### src/rtl/cap_pkg.sv
package cap_pkg;
  typedef struct packed {
    logic       active;
    logic       on_fall;
    logic [1:0] div_sel;  // 0: /1, 1: /4, 2: /16
  } cap_mode_t;

  function automatic cap_mode_t decode_mode(input logic [3:0] code);
    cap_mode_t m;
    m = '0;
    case (code)
      4'b0100: begin m.active = 1'b1; m.on_fall = 1'b1; end
      4'b0101: begin m.active = 1'b1; end
      4'b0110: begin m.active = 1'b1; m.div_sel = 2'd1; end
      4'b0111: begin m.active = 1'b1; m.div_sel = 2'd2; end
      default: m = '0;
    endcase
    return m;
  endfunction
endpackage

### src/rtl/cap_edge_sync.sv
module cap_edge_sync #(
  parameter int STAGES = 2
) (
  input  logic clk_i,
  input  logic rst_ni,
  input  logic pin_i,
  output logic rise_o,
  output logic fall_o
);
  localparam int N = (STAGES < 2) ? 2 : STAGES;

  logic [N-1:0] sync_q;
  logic         prev_q;

  always_ff @(posedge clk_i or negedge rst_ni) begin
    if (!rst_ni) begin
      sync_q <= '0;
      prev_q <= 1'b0;
    end else begin
      sync_q <= {sync_q[N-2:0], pin_i};
      prev_q <= sync_q[N-1];
    end
  end

  assign rise_o = sync_q[N-1] & ~prev_q;
  assign fall_o = ~sync_q[N-1] & prev_q;
endmodule

### src/rtl/cap_prescaler.sv
module cap_prescaler #(
  parameter int PS_W = 4
) (
  input  logic            clk_i,
  input  logic            rst_ni,
  input  logic            active_i,
  input  logic            evt_i,
  input  logic [PS_W-1:0] ratio_m1_i,
  output logic            fire_o
);
  logic [PS_W-1:0] cnt_q;
  logic            reached;

  // >= so a count carried over from a larger ratio fires at once
  assign reached = (ratio_m1_i == '0) || (cnt_q >= ratio_m1_i);
  assign fire_o  = active_i && evt_i && reached;

  always_ff @(posedge clk_i or negedge rst_ni) begin
    if (!rst_ni)                             cnt_q <= '0;
    else if (!active_i)                      cnt_q <= '0;
    else if (evt_i && ratio_m1_i != '0) begin
      if (reached) cnt_q <= '0;
      else         cnt_q <= cnt_q + 1'b1;
    end
  end

  p_off_clear_r10: assert property (@(posedge clk_i) disable iff (!rst_ni)
    !active_i |=> cnt_q == '0);
  p_idle_hold_r11: assert property (@(posedge clk_i) disable iff (!rst_ni)
    active_i && !evt_i |=> $stable(cnt_q));
endmodule

### src/rtl/timer_capture.sv
module timer_capture #(
  parameter int TIMER_W     = 16,
  parameter int SYNC_STAGES = 2,
  parameter int PS_W        = 4
) (
  input  logic               clk_i,
  input  logic               rst_ni,
  input  logic               cap_pin_i,
  input  logic [TIMER_W-1:0] timer_a_i,
  input  logic [TIMER_W-1:0] timer_b_i,
  input  logic               timer_sel_i,
  input  logic [3:0]         mode_i,
  input  logic               flag_clr_i,
  output logic [TIMER_W-1:0] cap_val_o,
  output logic               irq_flag_o
);
  import cap_pkg::*;

  localparam logic [PS_W-1:0] RATIO4_M1  = PS_W'(3);
  localparam logic [PS_W-1:0] RATIO16_M1 = PS_W'(15);

  cap_mode_t       mode;
  logic            rise, fall, evt, fire;
  logic [PS_W-1:0] ratio_m1;

  assign mode = decode_mode(mode_i);

  always_comb begin
    case (mode.div_sel)
      2'd1:    ratio_m1 = RATIO4_M1;
      2'd2:    ratio_m1 = RATIO16_M1;
      default: ratio_m1 = '0;
    endcase
  end

  cap_edge_sync #(.STAGES(SYNC_STAGES)) u_sync (
    .clk_i  (clk_i),
    .rst_ni (rst_ni),
    .pin_i  (cap_pin_i),
    .rise_o (rise),
    .fall_o (fall)
  );

  assign evt = mode.on_fall ? fall : rise;

  cap_prescaler #(.PS_W(PS_W)) u_ps (
    .clk_i      (clk_i),
    .rst_ni     (rst_ni),
    .active_i   (mode.active),
    .evt_i      (evt),
    .ratio_m1_i (ratio_m1),
    .fire_o     (fire)
  );

  always_ff @(posedge clk_i or negedge rst_ni) begin
    if (!rst_ni) begin
      cap_val_o  <= '0;
      irq_flag_o <= 1'b0;
    end else begin
      if (fire) cap_val_o <= timer_sel_i ? timer_b_i : timer_a_i;
      // capture beats a simultaneous clear
      if (fire)            irq_flag_o <= 1'b1;
      else if (flag_clr_i) irq_flag_o <= 1'b0;
    end
  end

  p_fire_needs_edge_r4: assert property (@(posedge clk_i) disable iff (!rst_ni)
    fire |-> (rise || fall));
  p_no_cap_off_r10: assert property (@(posedge clk_i) disable iff (!rst_ni)
    !mode.active |-> !fire);
  p_flag_set_r7: assert property (@(posedge clk_i) disable iff (!rst_ni)
    fire |=> irq_flag_o);
  p_flag_clear_r7: assert property (@(posedge clk_i) disable iff (!rst_ni)
    !fire && flag_clr_i |=> !irq_flag_o);
  p_flag_race_r8: assert property (@(posedge clk_i) disable iff (!rst_ni)
    fire && flag_clr_i |=> irq_flag_o);
  p_cap_hold_r9: assert property (@(posedge clk_i) disable iff (!rst_ni)
    !fire |=> $stable(cap_val_o));
  p_cap_src_r2: assert property (@(posedge clk_i) disable iff (!rst_ni)
    fire && !timer_sel_i |=> cap_val_o == $past(timer_a_i));
endmodule

### config.mk
export PLATFORM = sky130hd
export DESIGN_NAME = timer_capture
export DESIGN_NICKNAME = d
export VERILOG_FILES = /design/src/rtl/cap_pkg.sv /design/src/rtl/cap_edge_sync.sv /design/src/rtl/cap_prescaler.sv /design/src/rtl/timer_capture.sv
export SDC_FILE = /design/constraint.sdc
export NUM_CORES = 1
export LEC_CHECK = 0
export ABC_AREA = 1
export BUFFER_PORTS_ARGS = -buffer_cell sky130_fd_sc_hd__buf_4
export CAP_MARGIN = 40
export CORE_ASPECT_RATIO = 0.7
export CORE_MARGIN = 4
export CORE_UTILIZATION = 42
export CTS_CLUSTER_SIZE = 28
export DETAILED_ROUTE_END_ITERATION = 8
export GPL_TIMING_DRIVEN = 0
export PLACE_DENSITY = 0.75
export SYNTH_ARGS = -nofsm -noshare
export SYNTH_HDL_FRONTEND = slang
export SYNTH_SLANG_ARGS = --single-unit
### constraint.sdc
create_clock -name clk_i -period 1.45 [get_ports clk_i]
set_input_delay 0 -clock clk_i [delete_from_list [all_inputs] [get_ports clk_i]]
set_output_delay 0 -clock clk_i [all_outputs]
set_load 0.1 [all_outputs]
==> results.sh, run 1 <==
export IMPL_outcome="finished with violations"
export IMPL_violated_checks="setup timing"
export IMPL_setup_viol=18
export IMPL_cap_viol_max_count=0
export IMPL_power_density_mw_per_mm2=1220
export IMPL_drt_via_density=4.992
export IMPL_tightestPinTransition_ps=300.3
export IMPL_hold_worst_slack_ps=97.87
export IMPL_buffer_ports_inserted=56
export IMPL_design_core_area_mm2=0.002943
export IMPL_fmax_mhz=650.0
export IMPL_grt_use_total_pct=17.65
export IMPL_clk_path_buf_depth=2
export IMPL_via_count=1303
export IMPL_clock_root_cell="sky130_fd_sc_hd__clkbuf_8"
export IMPL_hold_path_class="in2reg"
export IMPL_synth_seq_area_share_pct=44.20
export IMPL_total_design_power_mw=2.548
export IMPL_routability_congestion=0.8561
export IMPL_fill_cells=212
export IMPL_cp_data_required_time_ps=1600
export IMPL_rsz0062_at_grt="true"
export IMPL_design_die_area_mm2=0.004224
export IMPL_hpwl_mm=2.720
export IMPL_cts_num_sinks=24
export IMPL_end_kind="flop"
export IMPL_period_needed_ps=1538
export IMPL_synth_top_area_cell="sky130_fd_sc_hd__dfrtp_1"
export IMPL_cpPeakStageDelay_ps=310
export IMPL_drt_pass1_iter_count=4
export IMPL_type_of_element_launching_the_critical_path="primary input"
export IMPL_synth_fp_nets=201
export IMPL_syn2layout_area_growth_pct=53.68
export IMPL_worstPathMaxFanout=5
export IMPL_avgSynthCellArea_um2=8.823
export IMPL_synthTopCellsByArea="sky130_fd_sc_hd__dfrtp_1, sky130_fd_sc_hd__nand2_1, sky130_fd_sc_hd__mux2_2"
export IMPL_route_detailed_drc=0
export IMPL_row_count=16
export IMPL_fraction_of_layout_cells_with_a_size_suffix_above_1_pct=52.44
export IMPL_synthDistinctLibCells=18
export IMPL_critPathKind="in2reg"
export IMPL_dr_first_iter_drc_count=58
export IMPL_total_leakage_power_nw=1.102
export IMPL_ant_nets=0
export IMPL_netlist_area_leader_share_pct=44.20
export IMPL_grt_pass1_vias=1342
export IMPL_post_detailed_route_wirelength_per_cell_um=14.01
export IMPL_clk_insertion_delay_late_ps=260
export IMPL_syn_inst=154
export IMPL_antennaDiodeCount=0
export IMPL_routed_wirelength_mm=3.656
export IMPL_critical_path_cell_chain="buf_6 > nor2_4 > nand3b_1 > ha_4 > inv_4 > ha_4 > inv_2 > nand2_1 > nand2_1 > nand2_1 > nand2_2 > nand2_4 > nand2_8 > buf_4 > nand2_1 > nand2_1"
export IMPL_finalHoldViolCount=0
export IMPL_grt_antenna_before_repair=0
export IMPL_timing_clock_skew_ps=1.672
export IMPL_critical_path_slowest_cell="sky130_fd_sc_hd__ha_4"
export IMPL_die_x_um=75.99
export IMPL_crit_top_cell="sky130_fd_sc_hd__nand2_1"
export IMPL_pin_count=58
export IMPL_min_period_over_period_pct=106.1
export IMPL_dieHeight_um=55.59
export IMPL_clk_transition_reported_paths_ps=80
export IMPL_synthesis_area_mm2=0.001359
export IMPL_max_slew_margin_rel_pct=79.98
export IMPL_finalMaxSlewViolations=0
export IMPL_pin_count_of_the_biggest_net_entering_global_routing=25
export IMPL_synth_seq_cells=24
export IMPL_global_route_overflow_total=0
export IMPL_post_layout_nets=274
export IMPL_synth_warnings=0
export IMPL_cts_buffers_inserted=3
export IMPL_cts_tree="done"
export IMPL_worstPathArrival_ps=1680
export IMPL_timing_final_ws_setup_ps=-88.37
export IMPL_cts_htree_levels=1
export IMPL_grt_pass1_wl_mm=6.078
export IMPL_ir_worst_vdd_mv=1.150
export IMPL_floorplan_initialDensity_pct=46.17
-- path summary, 6_finish.rpt --
kind                                  start  cells past startpoint  slack, ps          endpoint
setup / recovery                  mode_i[3]                     16        -90      cap_val_o[3]
hold / removal                 timer_a_i[1]                      4        100      cap_val_o[1]
setup reg to reg              u_ps.cnt_q[2]                      9        -70      cap_val_o[3]
hold reg to reg            u_sync.sync_q[0]                      0        380  u_sync.sync_q[1]
max in group asynchronous            rst_ni                      2       1050      cap_val_o[9]
min in group asynchronous            rst_ni                      2        170        irq_flag_o
-- cells by family after synthesis --
family                   count (synthesis)  share of synthesized area, %
buffers and inverters                   17                         5.801
AND/OR/NAND/NOR                         88                         29.56
XOR/XNOR                                 2                         1.289
multiplexers                            16                         13.26
flip-flops                              24                         44.20
adder cells (fa/ha/maj)                  6                         5.525
AO/OA/AOI/OAI                            1                        0.3680
-- sequential cells by signal (all words and copies together), names as in the netlist --
register / count
cap_val_o: 16
irq_flag_o: 1
u_ps.cnt_q: 4
u_sync.prev_q: 1
u_sync.sync_q: 2
-- power breakdown --
group | total [mW] | switching (mW) | internal (mW)
clock | 0.375 | 0.190 | 0.185
combinational | 1.32 | 0.997 | 0.327
sequential | 0.849 | 0.0713 | 0.778
-- stage by stage --
stage | TNS, ps | utilization (%) | area, µm² | instances | worst slack [ps]
global placement | -8850 | 62.67 | 1844 | 246 | -507.7
CTS | -710.8 | 70.28 | 2068 | 260 | -57.60
detailed placement | -10370 | 62.67 | 1844 | 246 | -598.4
finish | -1173 | 70.96 | 2088 | 261 | -88.37
global route | -2701 | 70.96 | 2088 | 261 | -169.2
floorplan | -3306 | - | 1379 | 154 | -225.0
-- synthesized netlist by cell type (all sizes together) --
master / n
buf: 5
dfrtp: 24
ha: 6
inv: 12
mux2: 16
nand2: 58
nand3: 21
nand3b: 1
nor2: 7
o21ai: 1
or2: 1
xnor2: 2
-- area by class of cell --
| class | count | area [µm²] | area share [%] |
|---|---|---|---|
| Sequential cell | 24 | 600.6 | 28.76 |
| Buffer | 5 | 40.04 | 1.917 |
| Tap cell | 36 | 45.04 | 2.157 |
| Timing Repair Buffer | 67 | 525.5 | 25.16 |
| Clock buffer | 3 | 41.29 | 1.977 |
| Multi-Input combinational cell | 114 | 778.2 | 37.27 |
| Inverter | 12 | 57.56 | 2.756 |
-- cells in the final DEF (no fill, tap or decap) --
cell	count
sky130_fd_sc_hd__buf_4	61
sky130_fd_sc_hd__nand2_1	44
sky130_fd_sc_hd__dfrtp_1	24
sky130_fd_sc_hd__nand3_1	21
sky130_fd_sc_hd__mux2_2	16
sky130_fd_sc_hd__nand2_2	12
sky130_fd_sc_hd__inv_1	6
sky130_fd_sc_hd__buf_6	6
sky130_fd_sc_hd__nor2_2	3
sky130_fd_sc_hd__inv_2	3
sky130_fd_sc_hd__ha_4	3
sky130_fd_sc_hd__ha_1	3
sky130_fd_sc_hd__clkbuf_8	3
sky130_fd_sc_hd__dlygate4sd3_1	3
sky130_fd_sc_hd__inv_4	2
sky130_fd_sc_hd__nor2_1	2
sky130_fd_sc_hd__nand2_4	2
sky130_fd_sc_hd__buf_2	2
sky130_fd_sc_hd__xnor2_1	2
sky130_fd_sc_hd__inv_8	1
sky130_fd_sc_hd__nor2_4	1
sky130_fd_sc_hd__nand3b_1	1
sky130_fd_sc_hd__or2_0	1
sky130_fd_sc_hd__nor2_8	1
sky130_fd_sc_hd__nand2_8	1
sky130_fd_sc_hd__o21ai_2	1
-- critical path, delay by kind of cell --
family | cells | cell delay (ps)
and+or+nand+nor | 10 | 810
buffers and inverters | 4 | 300
adders and majority gates | 2 | 560
-- routing by layer --
layer  vias to the layer above  global-route usage [%]  routed length, µm
met5                         -                       0                  0
met2                        46                   31.59               1885
li1                        639                       -                  -
met1                       610                   19.13               1460
met3                         8                   5.987                238
met4                         0                   6.853                 71
-- timing repair --
action | in CTS | in global routing
hold endpoints to repair | 26 | 0
resized for setup | 22 | 6
cloned | 2 | 0
hold buffers | 3 | 0
setup endpoints to repair | 21 | 21
setup buffers | 6 | 1
pin swaps | 13 | 3
Power figures use the tool's default switching activity.
==> run 2: changes to the inputs <==
--- a/config.mk
+++ b/config.mk
@@ -5,7 +5,7 @@
 export SDC_FILE = /design/constraint.sdc
 export NUM_CORES = 1
 export LEC_CHECK = 0
-export ABC_AREA = 1
+export ABC_AREA = 0
 export BUFFER_PORTS_ARGS = -buffer_cell sky130_fd_sc_hd__buf_4
 export CAP_MARGIN = 40
 export CORE_ASPECT_RATIO = 0.7
==> results.sh, run 2 <==
export IMPL_hold_path_class="in2reg"
export IMPL_area_sequential_um2=600.6
export IMPL_routed_wirelength_mm=3.146
export IMPL_row_count=16
export IMPL_dr_first_iter_drc_count=45
export IMPL_post_route_cell_area_mm2=0.002076
export IMPL_synthesis_area_mm2=0.001340
export IMPL_pin_count=58
export IMPL_design_core_area_mm2=0.002923
export IMPL_cap_viol_max_count=0
export IMPL_synth_seq_cells=24
export IMPL_power_density_mw_per_mm2=1411
export IMPL_largest_register_ffs=16
export IMPL_timing_clock_skew_ps=1.004
export IMPL_ant_nets=0
export IMPL_post_dp_cell_area_mm2=0.001857
export IMPL_min_period_over_period_pct=120.0
export IMPL_critPathKind="reg2reg"
export IMPL_gr_usage_met2_pct=26.32
export IMPL_dieHeight_um=55.26
export IMPL_hold_worst_slack_ps=95.05
export IMPL_cp_data_required_time_ps=1600
export IMPL_layout_cells_non_filler=205
export IMPL_worstPathArrival_ps=1890
export IMPL_grt_antenna_before_repair=0
export IMPL_netlist_area_leader_share_pct=44.82
export IMPL_synthTopCellsByArea="sky130_fd_sc_hd__dfrtp_1, sky130_fd_sc_hd__mux2_2, sky130_fd_sc_hd__mux2_4"
export IMPL_fraction_of_layout_cells_with_a_size_suffix_above_1_pct=71.01
export IMPL_layout_top_registers="cap_val_o x16, u_ps.cnt_q x4, u_sync.sync_q x2"
export IMPL_grt_use_total_pct=14.93
export IMPL_most_common_cell_after_layout_fill_and_taps_aside="sky130_fd_sc_hd__buf_4"
export IMPL_outcome="finished with violations"
export IMPL_global_route_usage_met3_pct=3.986
export IMPL_cts_buffers_inserted=3
export IMPL_synth_async_sr_flop_share_pct=100.0
export IMPL_count_of_flip_flops_with_a_built_in_enable_after_synthesis=0
export IMPL_synth_seq_area_share_pct=44.82
export IMPL_setup_viol=21
export IMPL_grt_use_met1_pct=18.31
export IMPL_commonest_register_cell_after_synthesis="sky130_fd_sc_hd__dfrtp_1"
export IMPL_grt_pass1_wl_mm=4.864
export IMPL_post_layout_nets=217
export IMPL_cts_htree_levels=1
export IMPL_cts_tree="done"
export IMPL_route_detailed_drc=0
export IMPL_syn2layout_area_growth_pct=54.90
export IMPL_clk_path_buf_depth=2
export IMPL_type_of_element_launching_the_critical_path="flop"
export IMPL_synthDistinctLibCells=29
export IMPL_finalHoldViolCount=0
export IMPL_avgSynthCellArea_um2=13.54
export IMPL_finalMaxSlewViolations=0
export IMPL_violated_checks="setup timing"
export IMPL_global_route_peak_usage_layer="met2"
export IMPL_synth_fp_nets=146
export IMPL_tightestPinTransition_ps=589.8
export IMPL_design_die_area_mm2=0.004173
export IMPL_end_kind="flop"
export IMPL_clk_transition_reported_paths_ps=80
export IMPL_total_design_power_mw=2.928
export IMPL_max_slew_margin_rel_pct=60.68
export IMPL_regMostFlops="cap_val_o"
export IMPL_timing_final_ws_setup_ps=-289.9
export IMPL_clk_insertion_delay_late_ps=260
export IMPL_final_core_utilization_pct=71.02
export IMPL_rsz0062_at_grt="true"
export IMPL_routability_congestion=0.8388
export IMPL_clock_root_cell="sky130_fd_sc_hd__clkbuf_8"
export IMPL_regToRegSetupSlack_ps=-290
export IMPL_fill_cells=201
export IMPL_grt_pass1_vias=1043
export IMPL_dpl_cell_count=191
export IMPL_synthTopCellsByCount="sky130_fd_sc_hd__mux2_2, sky130_fd_sc_hd__dfrtp_1, sky130_fd_sc_hd__mux2_4"
export IMPL_period_needed_ps=1740
export IMPL_drt_pass1_iter_count=4
export IMPL_antennaDiodeCount=0
export IMPL_worstPathMaxFanout=10
export IMPL_multi_input_gate_area_um2=814.5
export IMPL_fmax_mhz=574.7
export IMPL_post_detailed_route_wirelength_per_cell_um=15.35
export IMPL_ir_worst_vdd_mv=1.145
export IMPL_syn_inst=99
export IMPL_synth_top_area_cell="sky130_fd_sc_hd__dfrtp_1"
export IMPL_pin_count_of_the_biggest_net_entering_global_routing=25
export IMPL_via_count=1051
export IMPL_buffer_ports_inserted=56
export IMPL_cts_num_sinks=24
export IMPL_drt_via_density=5.127
export IMPL_layout_cells_most_common_list="sky130_fd_sc_hd__buf_4, sky130_fd_sc_hd__dfrtp_1, sky130_fd_sc_hd__mux2_2, sky130_fd_sc_hd__mux2_4"
export IMPL_global_route_overflow_total=0
export IMPL_synth_warnings=0
export IMPL_total_leakage_power_nw=1.010
export IMPL_die_x_um=75.51
export IMPL_synth_most_common_cell="sky130_fd_sc_hd__mux2_2"
export IMPL_floorplan_initialDensity_pct=45.85
[run 2: repair_timing]
action,CTS,global route
gates cloned,0,0
pin swaps,5,2
setup endpoints to repair,21,21
gates resized for setup,16,1
hold buffers,3,0
hold endpoints to repair,26,0
setup buffers,5,2
[run 2: path summary, 6_finish.rpt]
path	from	end	cells past startpoint
setup / recovery	u_ps.cnt_q[3]	cap_val_o[2]	6
hold / removal	timer_b_i[1]	cap_val_o[1]	3
setup reg to reg	u_ps.cnt_q[3]	cap_val_o[2]	6
hold reg to reg	u_sync.sync_q[0]	u_sync.sync_q[1]	0
max in group asynchronous	rst_ni	cap_val_o[14]	2
min in group asynchronous	rst_ni	cap_val_o[7]	2
[run 2: critical path: stages, from the launching register on]
cell and delay, ps:
sky130_fd_sc_hd__dfrtp_1 430, sky130_fd_sc_hd__ha_4 290, sky130_fd_sc_hd__o211ai_1 90, sky130_fd_sc_hd__o21ai_2 230, sky130_fd_sc_hd__nand3_4 120, sky130_fd_sc_hd__buf_12 170
sky130_fd_sc_hd__mux2_4 290
[run 2: report_power, final]
group	leakage (nW)	switching (mW)	total (mW)	internal, mW
clock network	0.0288	0.192	0.434	0.242
logic	0.686	1.16	1.62	0.459
registers	0.296	0.0761	0.879	0.803
total	1.01	1.42	2.93	1.50
[run 2: through the flow]
step / worst slack, ps / TNS (ps)
global placement: -803.5 / -13890
CTS: -294.9 / -5318
finish: -289.9 / -5391
floorplan: -570.5 / -9257
detailed placement: -852.2 / -14820
global route: -362.6 / -6772
[run 2: logic make-up (layout without fill, tap and decap cells)]
logic type	after synthesis	after routing	share of synthesized area [%]
buffers and inverters	7	77	2.613
multiplexers	35	35	32.77
adder cells (fa/ha/maj)	6	6	5.602
flip-flops	24	24	44.82
AND/OR/NAND/NOR	19	19	9.712
AO/OA/AOI/OAI	8	8	4.482
[run 2: routing by layer]
metal | wire length [µm] | vias up
li1 | - | 501
met1 | 1273 | 515
met2 | 1640 | 32
met3 | 218 | 3
met4 | 13 | 0
met5 | 0 | -
[run 2: final cells by class]
| cell class | instances | share of cell area, % |
|---|---|---|
| multi-input cells | 68 | 39.24 |
| clock buffers | 4 | 2.652 |
| plain buffers | 3 | 1.386 |
| well taps | 36 | 2.170 |
| inverters | 4 | 0.8439 |
| repair buffers | 66 | 24.77 |
| flip-flops and latches | 24 | 28.93 |
